===== src/rtl/onfi_probe_pkg.sv =====
package onfi_probe_pkg;

    typedef enum logic [1:0] {
        OP_CMD  = 2'd0,
        OP_ADDR = 2'd1,
        OP_READ = 2'd2
    } op_kind_e;

    typedef enum logic [1:0] {
        ERR_NONE     = 2'd0,
        ERR_ID_DIFF  = 2'd1,
        ERR_NO_SIG   = 2'd2
    } err_e;

    typedef enum logic [4:0] {
        PH_IDLE, PH_RST,
        PH_ID1_CMD, PH_ID1_ADR, PH_ID1_RD,
        PH_ID2_CMD, PH_ID2_ADR, PH_ID2_RD,
        PH_SIG_CMD, PH_SIG_ADR, PH_SIG_RD,
        PH_PAR_CMD, PH_PAR_ADR, PH_PAR_RD,
        PH_MUL_BLK, PH_MUL_LUN_BLK, PH_MUL_LUNS,
        PH_FIN, PH_DONE
    } phase_e;

    localparam logic [7:0] CMD_RESET   = 8'hFF;
    localparam logic [7:0] CMD_IDENT   = 8'h90;
    localparam logic [7:0] CMD_PARAMS  = 8'hEC;
    localparam logic [7:0] ADR_ID      = 8'h00;
    localparam logic [7:0] ADR_SIG     = 8'h20;
    localparam logic [7:0] ADR_PAGE0   = 8'h00;

    localparam int ID_REPEAT_LEN = 8;
    localparam int SIG_LEN       = 4;

    // parameter page byte offsets (all word aligned)
    localparam int OFS_PAGE_BYTES = 80;
    localparam int OFS_SPARE      = 84;
    localparam int OFS_PPB        = 92;
    localparam int OFS_BPU        = 96;
    localparam int OFS_UNITS      = 100;

    function automatic logic [7:0] sig_char(input logic [1:0] pos);
        case (pos)
            2'd0:    return 8'h4F;
            2'd1:    return 8'h4E;
            2'd2:    return 8'h46;
            default: return 8'h49;
        endcase
    endfunction

endpackage


===== src/rtl/onfi_shift_mul.sv =====
module onfi_shift_mul #(
    parameter int A_W = 64,
    parameter int B_W = 32
) (
    input  logic           clk,
    input  logic           rst_n,
    input  logic           start,
    input  logic [A_W-1:0] a_in,
    input  logic [B_W-1:0] b_in,
    output logic           busy,
    output logic           done,
    output logic [A_W-1:0] prod
);
    localparam int CNT_W = $clog2(B_W + 1);

    typedef struct packed {
        logic [A_W-1:0]   acc;
        logic [A_W-1:0]   a_sh;
        logic [B_W-1:0]   b_sh;
        logic [CNT_W-1:0] cnt;
        logic             busy;
        logic             done;
    } mul_st_t;

    mul_st_t st_d, st_q;

    always_comb begin
        st_d      = st_q;
        st_d.done = 1'b0;
        if (start && !st_q.busy) begin
            st_d.acc  = '0;
            st_d.a_sh = a_in;
            st_d.b_sh = b_in;
            st_d.cnt  = CNT_W'(B_W);
            st_d.busy = 1'b1;
        end else if (st_q.busy) begin
            if (st_q.b_sh[0]) begin
                st_d.acc = st_q.acc + st_q.a_sh;
            end
            st_d.a_sh = st_q.a_sh << 1;
            st_d.b_sh = st_q.b_sh >> 1;
            st_d.cnt  = st_q.cnt - CNT_W'(1);
            if (st_q.cnt == CNT_W'(1)) begin
                st_d.busy = 1'b0;
                st_d.done = 1'b1;
            end
        end
    end

    always_ff @(posedge clk) begin
        if (!rst_n) st_q <= '0;
        else        st_q <= st_d;
    end

    assign busy = st_q.busy;
    assign done = st_q.done;
    assign prod = st_q.acc;

    AST_MUL_DONE_FOLLOWS_RUN: assert property (@(posedge clk) disable iff (!rst_n)
        done |-> $past(busy));
    AST_MUL_START_RUNS: assert property (@(posedge clk) disable iff (!rst_n)
        (start && !busy) |=> busy);

endmodule


===== src/rtl/onfi_lsb_index.sv =====
module onfi_lsb_index #(
    parameter int W = 32
) (
    input  logic [W-1:0]         val,
    output logic [$clog2(W)-1:0] pos
);
    localparam int POS_W = $clog2(W);

    always_comb begin
        pos = '0;
        for (int i = W - 1; i >= 0; i--) begin
            if (val[i]) pos = POS_W'(i);
        end
    end
endmodule


===== src/rtl/onfi_probe.sv =====
module onfi_probe
    import onfi_probe_pkg::*;
#(
    parameter int FIELD_W = 32,
    parameter int SPARE_W = 16,
    parameter int CHIP_W  = 64
) (
    input  logic                       clk,
    input  logic                       rst_n,
    input  logic                       start,
    output logic                       op_valid,
    input  logic                       op_ready,
    output logic [1:0]                 op_kind,
    output logic [7:0]                 op_byte,
    input  logic                       rd_valid,
    input  logic [7:0]                 rd_data,
    output logic                       busy,
    output logic                       done,
    output logic                       ok,
    output logic [1:0]                 err_code,
    output logic [FIELD_W-1:0]         page_size,
    output logic [SPARE_W-1:0]         spare_size,
    output logic [FIELD_W-1:0]         block_size,
    output logic [CHIP_W-1:0]          chip_size,
    output logic [$clog2(FIELD_W)-1:0] page_shift,
    output logic [$clog2(FIELD_W)-1:0] erase_shift,
    output logic [CHIP_W-1:0]          page_mask
);
    localparam int SHIFT_W = $clog2(FIELD_W);
    localparam int IDX_W   = $clog2(OFS_UNITS + 1);

    typedef struct packed {
        phase_e             phase;
        logic               wait_rd;
        logic [IDX_W-1:0]   idx;
        logic               launch;
        logic [7:0]         mfg;
        logic [7:0]         dev;
        logic               id_bad;
        logic [FIELD_W-1:0] page;
        logic [SPARE_W-1:0] spare;
        logic [FIELD_W-1:0] ppb;
        logic [FIELD_W-1:0] bpu;
        logic [7:0]         units;
        logic [FIELD_W-1:0] block;
        logic [CHIP_W-1:0]  chip;
        logic [SHIFT_W-1:0] pshift;
        logic [SHIFT_W-1:0] eshift;
        logic [CHIP_W-1:0]  pmask;
        err_e               err;
        logic               ok;
    } probe_st_t;

    probe_st_t st_d, st_q;

    logic               mul_busy, mul_done;
    logic [CHIP_W-1:0]  mul_a, mul_prod;
    logic [FIELD_W-1:0] mul_b;
    logic [SHIFT_W-1:0] page_lsb, block_lsb;
    logic [CHIP_W-1:0]  pages_total;
    logic               accept, rd_got, rd_phase;

    function automatic logic [FIELD_W-1:0] put_lane(input logic [FIELD_W-1:0] w,
                                                    input logic [1:0] lane,
                                                    input logic [7:0] b);
        logic [FIELD_W-1:0] r;
        r = w;
        case (lane)
            2'd0:    r[7:0]   = b;
            2'd1:    r[15:8]  = b;
            2'd2:    r[23:16] = b;
            default: r[31:24] = b;
        endcase
        return r;
    endfunction

    function automatic logic in_word(input logic [IDX_W-1:0] i, input int ofs);
        return {i[IDX_W-1:2], 2'b00} == IDX_W'(ofs);
    endfunction

    onfi_lsb_index #(.W(FIELD_W)) u_page_lsb  (.val(st_q.page),  .pos(page_lsb));
    onfi_lsb_index #(.W(FIELD_W)) u_block_lsb (.val(st_q.block), .pos(block_lsb));

    onfi_shift_mul #(.A_W(CHIP_W), .B_W(FIELD_W)) u_mul (
        .clk(clk), .rst_n(rst_n), .start(st_q.launch),
        .a_in(mul_a), .b_in(mul_b),
        .busy(mul_busy), .done(mul_done), .prod(mul_prod)
    );

    assign pages_total = st_q.chip >> page_lsb;
    assign rd_phase    = (st_q.phase == PH_ID1_RD) || (st_q.phase == PH_ID2_RD) ||
                         (st_q.phase == PH_SIG_RD) || (st_q.phase == PH_PAR_RD);
    assign accept      = op_valid && op_ready;
    assign rd_got      = st_q.wait_rd && rd_valid;

    // operation presented for the current phase
    always_comb begin
        op_valid = 1'b1;
        op_kind  = OP_CMD;
        op_byte  = 8'h00;
        case (st_q.phase)
            PH_RST:     op_byte = CMD_RESET;
            PH_ID1_CMD, PH_ID2_CMD, PH_SIG_CMD: op_byte = CMD_IDENT;
            PH_PAR_CMD: op_byte = CMD_PARAMS;
            PH_ID1_ADR, PH_ID2_ADR: begin op_kind = OP_ADDR; op_byte = ADR_ID;    end
            PH_SIG_ADR: begin op_kind = OP_ADDR; op_byte = ADR_SIG;   end
            PH_PAR_ADR: begin op_kind = OP_ADDR; op_byte = ADR_PAGE0; end
            PH_ID1_RD, PH_ID2_RD, PH_SIG_RD, PH_PAR_RD: begin
                op_kind  = OP_READ;
                op_valid = !st_q.wait_rd;
            end
            default:    op_valid = 1'b0;
        endcase
    end

    // multiplier operand selection
    always_comb begin
        mul_a = CHIP_W'(st_q.page);
        mul_b = st_q.ppb;
        case (st_q.phase)
            PH_MUL_LUN_BLK: begin mul_a = CHIP_W'(st_q.block); mul_b = st_q.bpu; end
            PH_MUL_LUNS:    begin mul_a = st_q.chip; mul_b = FIELD_W'(st_q.units); end
            default: ;
        endcase
    end

    always_comb begin
        st_d        = st_q;
        st_d.launch = 1'b0;

        if (rd_phase) begin
            if (accept)      st_d.wait_rd = 1'b1;
            else if (rd_got) begin
                st_d.wait_rd = 1'b0;
                st_d.idx     = st_q.idx + IDX_W'(1);
            end
        end

        case (st_q.phase)
            PH_IDLE, PH_DONE: if (start) begin
                st_d       = '0;
                st_d.phase = PH_RST;
            end
            PH_RST:     if (accept) st_d.phase = PH_ID1_CMD;
            PH_ID1_CMD: if (accept) st_d.phase = PH_ID1_ADR;
            PH_ID1_ADR: if (accept) begin st_d.phase = PH_ID1_RD; st_d.idx = '0; end
            PH_ID1_RD:  if (rd_got) begin
                if (st_q.idx == IDX_W'(0)) st_d.mfg = rd_data;
                else begin
                    st_d.dev   = rd_data;
                    st_d.phase = PH_ID2_CMD;
                end
            end
            PH_ID2_CMD: if (accept) st_d.phase = PH_ID2_ADR;
            PH_ID2_ADR: if (accept) begin st_d.phase = PH_ID2_RD; st_d.idx = '0; end
            PH_ID2_RD:  if (rd_got) begin
                st_d.id_bad = st_q.id_bad |
                              ((st_q.idx == IDX_W'(0)) && (rd_data != st_q.mfg)) |
                              ((st_q.idx == IDX_W'(1)) && (rd_data != st_q.dev));
                if (st_q.idx == IDX_W'(ID_REPEAT_LEN - 1)) begin
                    if (st_d.id_bad) begin
                        st_d.err   = ERR_ID_DIFF;
                        st_d.phase = PH_DONE;
                    end else begin
                        st_d.phase = PH_SIG_CMD;
                    end
                end
            end
            PH_SIG_CMD: if (accept) st_d.phase = PH_SIG_ADR;
            PH_SIG_ADR: if (accept) begin st_d.phase = PH_SIG_RD; st_d.idx = '0; end
            PH_SIG_RD:  if (rd_got) begin
                if (rd_data != sig_char(st_q.idx[1:0])) begin
                    st_d.err   = ERR_NO_SIG;
                    st_d.phase = PH_DONE;
                end else if (st_q.idx == IDX_W'(SIG_LEN - 1)) begin
                    st_d.phase = PH_PAR_CMD;
                end
            end
            PH_PAR_CMD: if (accept) st_d.phase = PH_PAR_ADR;
            PH_PAR_ADR: if (accept) begin st_d.phase = PH_PAR_RD; st_d.idx = '0; end
            PH_PAR_RD:  if (rd_got) begin
                if (in_word(st_q.idx, OFS_PAGE_BYTES))
                    st_d.page = put_lane(st_q.page, st_q.idx[1:0], rd_data);
                if (in_word(st_q.idx, OFS_SPARE) && !st_q.idx[1])
                    st_d.spare = SPARE_W'(put_lane(FIELD_W'(st_q.spare), st_q.idx[1:0], rd_data));
                if (in_word(st_q.idx, OFS_PPB))
                    st_d.ppb = put_lane(st_q.ppb, st_q.idx[1:0], rd_data);
                if (in_word(st_q.idx, OFS_BPU))
                    st_d.bpu = put_lane(st_q.bpu, st_q.idx[1:0], rd_data);
                if (st_q.idx == IDX_W'(OFS_UNITS)) begin
                    st_d.units  = rd_data;
                    st_d.phase  = PH_MUL_BLK;
                    st_d.launch = 1'b1;
                end
            end
            PH_MUL_BLK: if (mul_done) begin
                st_d.block  = mul_prod[FIELD_W-1:0];
                st_d.phase  = PH_MUL_LUN_BLK;
                st_d.launch = 1'b1;
            end
            PH_MUL_LUN_BLK: if (mul_done) begin
                st_d.chip   = mul_prod;
                st_d.phase  = PH_MUL_LUNS;
                st_d.launch = 1'b1;
            end
            PH_MUL_LUNS: if (mul_done) begin
                st_d.chip  = mul_prod;
                st_d.phase = PH_FIN;
            end
            PH_FIN: begin
                st_d.pshift = page_lsb;
                st_d.eshift = block_lsb;
                st_d.pmask  = pages_total - CHIP_W'(1);
                st_d.ok     = 1'b1;
                st_d.phase  = PH_DONE;
            end
            default: st_d.phase = PH_IDLE;
        endcase
    end

    always_ff @(posedge clk) begin
        if (!rst_n) st_q <= '0;
        else        st_q <= st_d;
    end

    assign busy        = (st_q.phase != PH_IDLE) && (st_q.phase != PH_DONE);
    assign done        = (st_q.phase == PH_DONE);
    assign ok          = st_q.ok;
    assign err_code    = st_q.err;
    assign page_size   = st_q.page;
    assign spare_size  = st_q.spare;
    assign block_size  = st_q.block;
    assign chip_size   = st_q.chip;
    assign page_shift  = st_q.pshift;
    assign erase_shift = st_q.eshift;
    assign page_mask   = st_q.pmask;

    AST_IDLE_AFTER_RESET: assert property (@(posedge clk)
        !rst_n |=> !busy && !done && !ok);
    AST_START_SENDS_RESET: assert property (@(posedge clk) disable iff (!rst_n)
        (start && !busy) |=> op_valid && op_kind == OP_CMD && op_byte == CMD_RESET);
    AST_OP_HELD: assert property (@(posedge clk) disable iff (!rst_n)
        (op_valid && !op_ready) |=> op_valid && $stable(op_kind) && $stable(op_byte));
    AST_READ_BLOCKS_OPS: assert property (@(posedge clk) disable iff (!rst_n)
        (op_valid && op_ready && op_kind == OP_READ) |=> !op_valid);
    AST_NO_OP_WHEN_DONE: assert property (@(posedge clk) disable iff (!rst_n)
        done |-> !op_valid);
    AST_OK_CLEAN: assert property (@(posedge clk) disable iff (!rst_n)
        ok |-> done && err_code == ERR_NONE);
    AST_ERR_NO_GEOMETRY: assert property (@(posedge clk) disable iff (!rst_n)
        (done && err_code != ERR_NONE) |-> page_size == '0 && chip_size == '0 && block_size == '0);
    AST_SHIFT_HITS_BIT: assert property (@(posedge clk) disable iff (!rst_n)
        (ok && page_size != '0) |-> page_size[page_shift]);

endmodule


===== config.mk =====
export PLATFORM = sky130hd
export DESIGN_NAME = onfi_probe
export DESIGN_NICKNAME = d
export VERILOG_FILES = /design/src/rtl/onfi_probe_pkg.sv /design/src/rtl/onfi_shift_mul.sv /design/src/rtl/onfi_lsb_index.sv /design/src/rtl/onfi_probe.sv
export SDC_FILE = /design/constraint.sdc
export NUM_CORES = 1
export LEC_CHECK = 0
export ABC_AREA = 1
export BUFFER_PORTS_ARGS = -buffer_cell sky130_fd_sc_hd__clkbuf_2
export CAP_MARGIN = 40
export CORE_ASPECT_RATIO = 2
export CORE_MARGIN = 2
export CORE_UTILIZATION = 65
export DETAILED_ROUTE_END_ITERATION = 12
export GPL_TIMING_DRIVEN = 0
export PLACE_DENSITY = 0.85
export SLEW_MARGIN = 20
export SYNTH_ARGS = -nofsm -noshare
export SYNTH_HDL_FRONTEND = slang
export SYNTH_SLANG_ARGS = --single-unit

===== constraint.sdc =====
create_clock -name clk -period 10.9 [get_ports clk]
set_clock_uncertainty 0.2 [all_clocks]
set_input_delay 2.18 -clock clk [delete_from_list [all_inputs] [get_ports clk]]
set_output_delay 2.18 -clock clk [all_outputs]
set_load 0.005 [all_outputs]

==> reports/results.md, run 1 <==
| Item | Value | Unit |
|:---|:---|:---|
| Result of the run | did not finish | - |
| Failing step | global routing (5_1_grt) | - |
| First logged error message | [ERROR GRT-0116] Global routing finished with congestion. Check the congestion regions in the DRC Viewer. | - |
| Proportion of synthesized flip-flops having asynchronous set or reset | 0 | % |
| Synthesized area per cell | 6.448 | um2 |
| Number of standard-cell rows in the floorplan | 114 | - |
| Top-area cell type share of the netlist area | 31.14 | % |
| DP Cell Count | 5,807 | - |
| Most instantiated cells after synthesis | nand2_1 (1,181), nand3_1 (568), dfxtp_1 (492), nor2_1 (432), inv_1 (389) | - |
| Chip width | 160.0 | um |
| Most used DFF post-synth | dfxtp_1 | - |
| Clock tree root driver cell | clkbuf_16 | - |
| Hold buffer count at cts | 0 | - |
| Placer's final routability congestion estimate | 1.300 | - |
| Number of CTS-inserted buffers | 44 | - |
| Port bufs | 245 | - |
| Vert. Die Dim | 316.0 | um |
| Most numerous cell in the Yosys netlist | nand2_1 | - |
| Largest net degree at the start of global routing | 19 | - |
| CTS Buffer Depth | 3 | - |
| Wire length of the first global-routing pass | 244,300 | um |
| Via count of the first global-routing pass | 38.53k | - |
| Clock sink count | 492 | - |
| Initial standard-cell utilization of the core | 65.62 | % |
| Mapped Nets | 4,991 | - |
| # IOs | 247 | - |
| Instance count of the mapped netlist | 4,906 | - |
| Post-synth EDFFs | 0 | - |
| Global route total overflow | 55 | - |
| GRT Util Overall | 63.77 | % |
| Setup fix buffers added after clock tree synthesis | 0 | - |
| Sequential share of the synthesized area | 31.14 | % |
| DP Wirelength | 113,200 | um |
| Synthesized cell area | 31,630 | um2 |
| CTS H-Tree Depth | 2 | - |
| Top area cells in the synthesized netlist | dfxtp_1 (31%), nand2_1 (14%), nand3_1 (9.0%), a21oi_1 (6.1%), buf_4 (5.4%) | - |
| Library cell with the largest summed area after synthesis | dfxtp_1 | - |
| Quantity of gates resized following cts | 0 | - |
| Number of synthesized register bits | 492 | - |
| Number of distinct library cells after synthesis | 55 | - |
| Synthesis Warnings | 0 | - |
[kinds of logic after synthesis]
| group | share of synthesized area, % |
|---|---|
| AO/OA/AOI/OAI | 17.78 |
| adder cells (fa/ha/maj) | 2.871 |
| buffers and inverters | 13.90 |
| flip-flops | 31.14 |
| XOR/XNOR | 2.187 |
| AND/OR/NAND/NOR | 32.12 |
[through the flow]
| step | area [um2] | worst slack (ns) |
|---|---|---|
| 2_1_floorplan | 31630 | 6.659 |
| 3_5_place_dp | 33850 | 5.079 |
| 4_1_cts | 35480 | 5.016 |
| 3_3_place_gp | 33660 | 4.813 |
[per-layer routing]
metal | GRT overflow | track usage, %
met1 | 0 | 58.12
met2 | 25 | 90.87
met3 | 0 | 36.23
met4 | 30 | 77.05
met5 | 0 | 5.019
==> run 2, diff against run 1 <==
CORE_ASPECT_RATIO = not set   (was 2)
CORE_UTILIZATION = 40   (was 65)
PLACE_DENSITY = not set   (was 0.85)
PLACE_DENSITY_LB_ADDON = 0.15   (was not set)
==> reports/results.md, run 2 <==
| Item | Value | Unit |
|:---|:---|:---|
| Cell at the slowest stage of the critical path | o31ai_1 | - |
| Placer's final routability congestion estimate | 0.9943 | - |
| Setup TNS Final | 0 | ns |
| Clock-pin slew on the worst setup and hold paths | 0.06 | ns |
| DP Cell Count | 6,216 | - |
| Largest registers | st_q: 103 flops, u_mul.st_q: 102 flops | - |
| Worst path top cell family by delay | compound AO/OA/AOI/OAI gates | - |
| CP arrival | 6.03 | ns |
| Result of the run | complete, no violations | - |
| Pwr Density | 360.3 | nW/um2 |
| Number of CTS-inserted buffers | 56 | - |
| Crit path max fanout | 4 | - |
| Most instantiated cells after synthesis | nand2_1 (1,181), nand3_1 (568), dfxtp_1 (492), nor2_1 (432), inv_1 (389) | - |
| Synthesized area per cell | 6.448 | um2 |
| Core ar. | 78,610 | um2 |
| Delay of the slowest cell on the worst path | 0.52 | ns |
| Most numerous cell in the Yosys netlist | nand2_1 | - |
| Top-area cell type share of the netlist area | 31.14 | % |
| Number of flip-flops under the largest register name | 103 | - |
| Most used DFF post-synth | dfxtp_1 | - |
| Filler instances | 8,579 | - |
| Fraction of final layout cells with drive strength greater than 1 | 14.20 | % |
| Leading cell type in the layout, fill and taps excluded | nand2_1 | - |
| Number of synthesized register bits | 492 | - |
| # IOs | 247 | - |
| Final non-filler cell total | 6,323 | - |
| Critical path endpoint category | flop | - |
| Proportion of total power due to net switching | 57.28 | % |
| Final count of negative-setup-slack endpoints | 0 | - |
| Hold buffer count at cts | 0 | - |
| Chip width | 285.2 | um |
| Most frequent cell on the critical path | nand2_1 | - |
| Slew at the pin with the worst max-slew slack | 0.9293 | ns |
| Largest net degree at the start of global routing | 19 | - |
| Number of standard-cell rows in the floorplan | 103 | - |
| Clock tree root driver cell | clkbuf_16 | - |
| Quantity of gates resized following cts | 0 | - |
| Area grow syn2layout | 14.62 | % |
| Number of hold violations in the final report | 0 | - |
| Sequential share of the synthesized area | 31.14 | % |
| Synthesis Warnings | 0 | - |
| Instance count of the mapped netlist | 4,906 | - |
| Post-detailed-route DRC marker count | 0 | - |
| Net Sw Power | 7483 | uW |
| Proportion of synthesized flip-flops having asynchronous set or reset | 0 | % |
| Max-slew headroom | 38.04 | % |
| Iteration-0 DRC Markers | 3,484 | - |
| Vert. Die Dim | 285.2 | um |
| Via count of the first global-routing pass | 32.18k | - |
| Sequential cell fraction of total power | 17.9 | % |
| Nature of the critical path startpoint | flop | - |
| Max-Cap Viols | 0 | - |
| Leak pwr | 0.01670 | uW |
| Mapped Nets | 4,991 | - |
| Synthesized cell area | 31,630 | um2 |
| Count of TritonRoute iterations in the first routing pass | 6 | - |
| Internal power | 5581 | uW |
| Post-route ant nets | 0 | - |
| Routed vias | 34.99k | - |
| Number of distinct library cells after synthesis | 55 | - |
| Clock network power share | 14.9 | % |
| Max-slew violation total from the final report | 0 | - |
| GRT Util Overall | 32.62 | % |
| DP Wirelength | 111,000 | um |
| Setup repair after global routing missed its margin | false | - |
| Library cell with the largest summed area after synthesis | dfxtp_1 | - |
| Setup fix buffers added after clock tree synthesis | 0 | - |
| Type of the setup path with the least slack | flop to flop | - |
| Logic gate share of total power | 67.2 | % |
| Wire length of the first global-routing pass | 202,600 | um |
| TritonCTS clock tree | built | - |
| Later-pin clock latency in the skew report | 0.68 | ns |
| Type of the tightest min-delay check | flop to flop | - |
| Top area cells in the synthesized netlist | dfxtp_1 (31%), nand2_1 (14%), nand3_1 (9.0%), a21oi_1 (6.1%), buf_4 (5.4%) | - |
| Routed WL | 137,800 | um |
| Commonest cells after routing, fill and taps aside | nand2_1 (1,181), nand3_1 (568), dfxtp_1 (492) | - |
| Period utilization | 52.19 | % |
| Port bufs | 245 | - |
| Detailed-route wire length per cell | 21.80 | um |
| Area of the die | 81,350 | um2 |
| Clock period minus worst slack | 5.689 | ns |
| Clock sink count | 492 | - |
| Post-synth EDFFs | 0 | - |
| Initial standard-cell utilization of the core | 40.24 | % |
| Post-DR vias/cell | 5.534 | - |
| Register ranked first by flip-flop count | st_q | - |
| Global route total overflow | 0 | - |
| Buffering stage count on the worst path with inverters included | 4 | - |
| Final Util | 46.12 | % |
| Maximum vdd drop | 189.5 | uV |
| Maximum operating frequency | 175.8 | MHz |
| CTS Buffer Depth | 3 | - |
| Antenna violations before repair | 3 | - |
| Number of nets in the layout | 5,312 | - |
| Required time at the worst-slack endpoint | 11.24 | ns |
| CTS H-Tree Depth | 2 | - |
[run 2: cell counts after synthesis]
Identical to the previous run, type by type.
[run 2: worst paths after layout]
path / from / to / slack (ns) / depth (start not counted)
setup / recovery: u_mul.prod[0]$_SDFFE_PP0P_ / u_mul.prod[62]$_SDFFE_PP0P_ / 5.21 / 33
hold / removal: page_mask[38]$_SDFFE_PN0P_ / page_mask[38]$_SDFFE_PN0P_ / 0.25 / 2
setup reg to reg: u_mul.prod[0]$_SDFFE_PP0P_ / u_mul.prod[62]$_SDFFE_PP0P_ / 5.21 / 33
hold reg to reg: page_mask[38]$_SDFFE_PN0P_ / page_mask[38]$_SDFFE_PN0P_ / 0.25 / 2
[run 2: worst min-delay path, delay by kind of cell (launching register included)]
family	cells	cell delay, ns
DFF	1	0.31
and+or+nand+nor	2	0.10
[run 2: power by group through the flow]
stage          clock (uW)  combinational [uW]  sequential (uW)
3_5_place_dp            0                8510             2360
4_1_cts              1970                8560             2320
5_1_grt              2030                9530             2350
3_3_place_gp            0                8520             2360
6_report             1950                8780             2340
2_1_floorplan           0                5790             2220
[run 2: stage by stage]
step	hold WS, ns	setup slack, ns	instance area [um2]	power (uW)
2_1_floorplan	0.2240	6.659	31630	8009
3_3_place_gp	0.2351	4.515	34170	10880
3_5_place_dp	0.2406	5.298	34350	10870
4_1_cts	0.2497	5.410	36220	12850
5_1_grt	0.2616	4.773	36250	13920
6_report	0.2485	5.211	36260	13060
[run 2: layout make-up]
cell class	count	area, um2	area share [%]
antenna	4	10.01	0.02761
buffer	481	2799	7.719
clock buffer	82	1589	4.382
clock inverter	18	279.0	0.7695
inverter	426	1599	4.410
multi-input combinational	3507	17400	47.98
sequential	492	9849	27.16
tap	1050	1314	3.623
timing repair buffer	263	1421	3.920
[run 2: logic make-up after synthesis]
group	share of synthesized area (%)
compound gates	17.78
xor+xnor	2.187
fa+ha+maj	2.871
buf+inv	13.90
flops	31.14
simple gates	32.12
[run 2: metal layers]
layer,global-route usage [%],vias to the layer above,wire [um]
met4,12.80,2,5913
met2,52.51,1580,61510
met3,4.360,260,11000
met5,0,-,12
li1,-,16760,-
met1,44.16,16390,59410
Note: power is estimated with default switching activity, not from simulation.
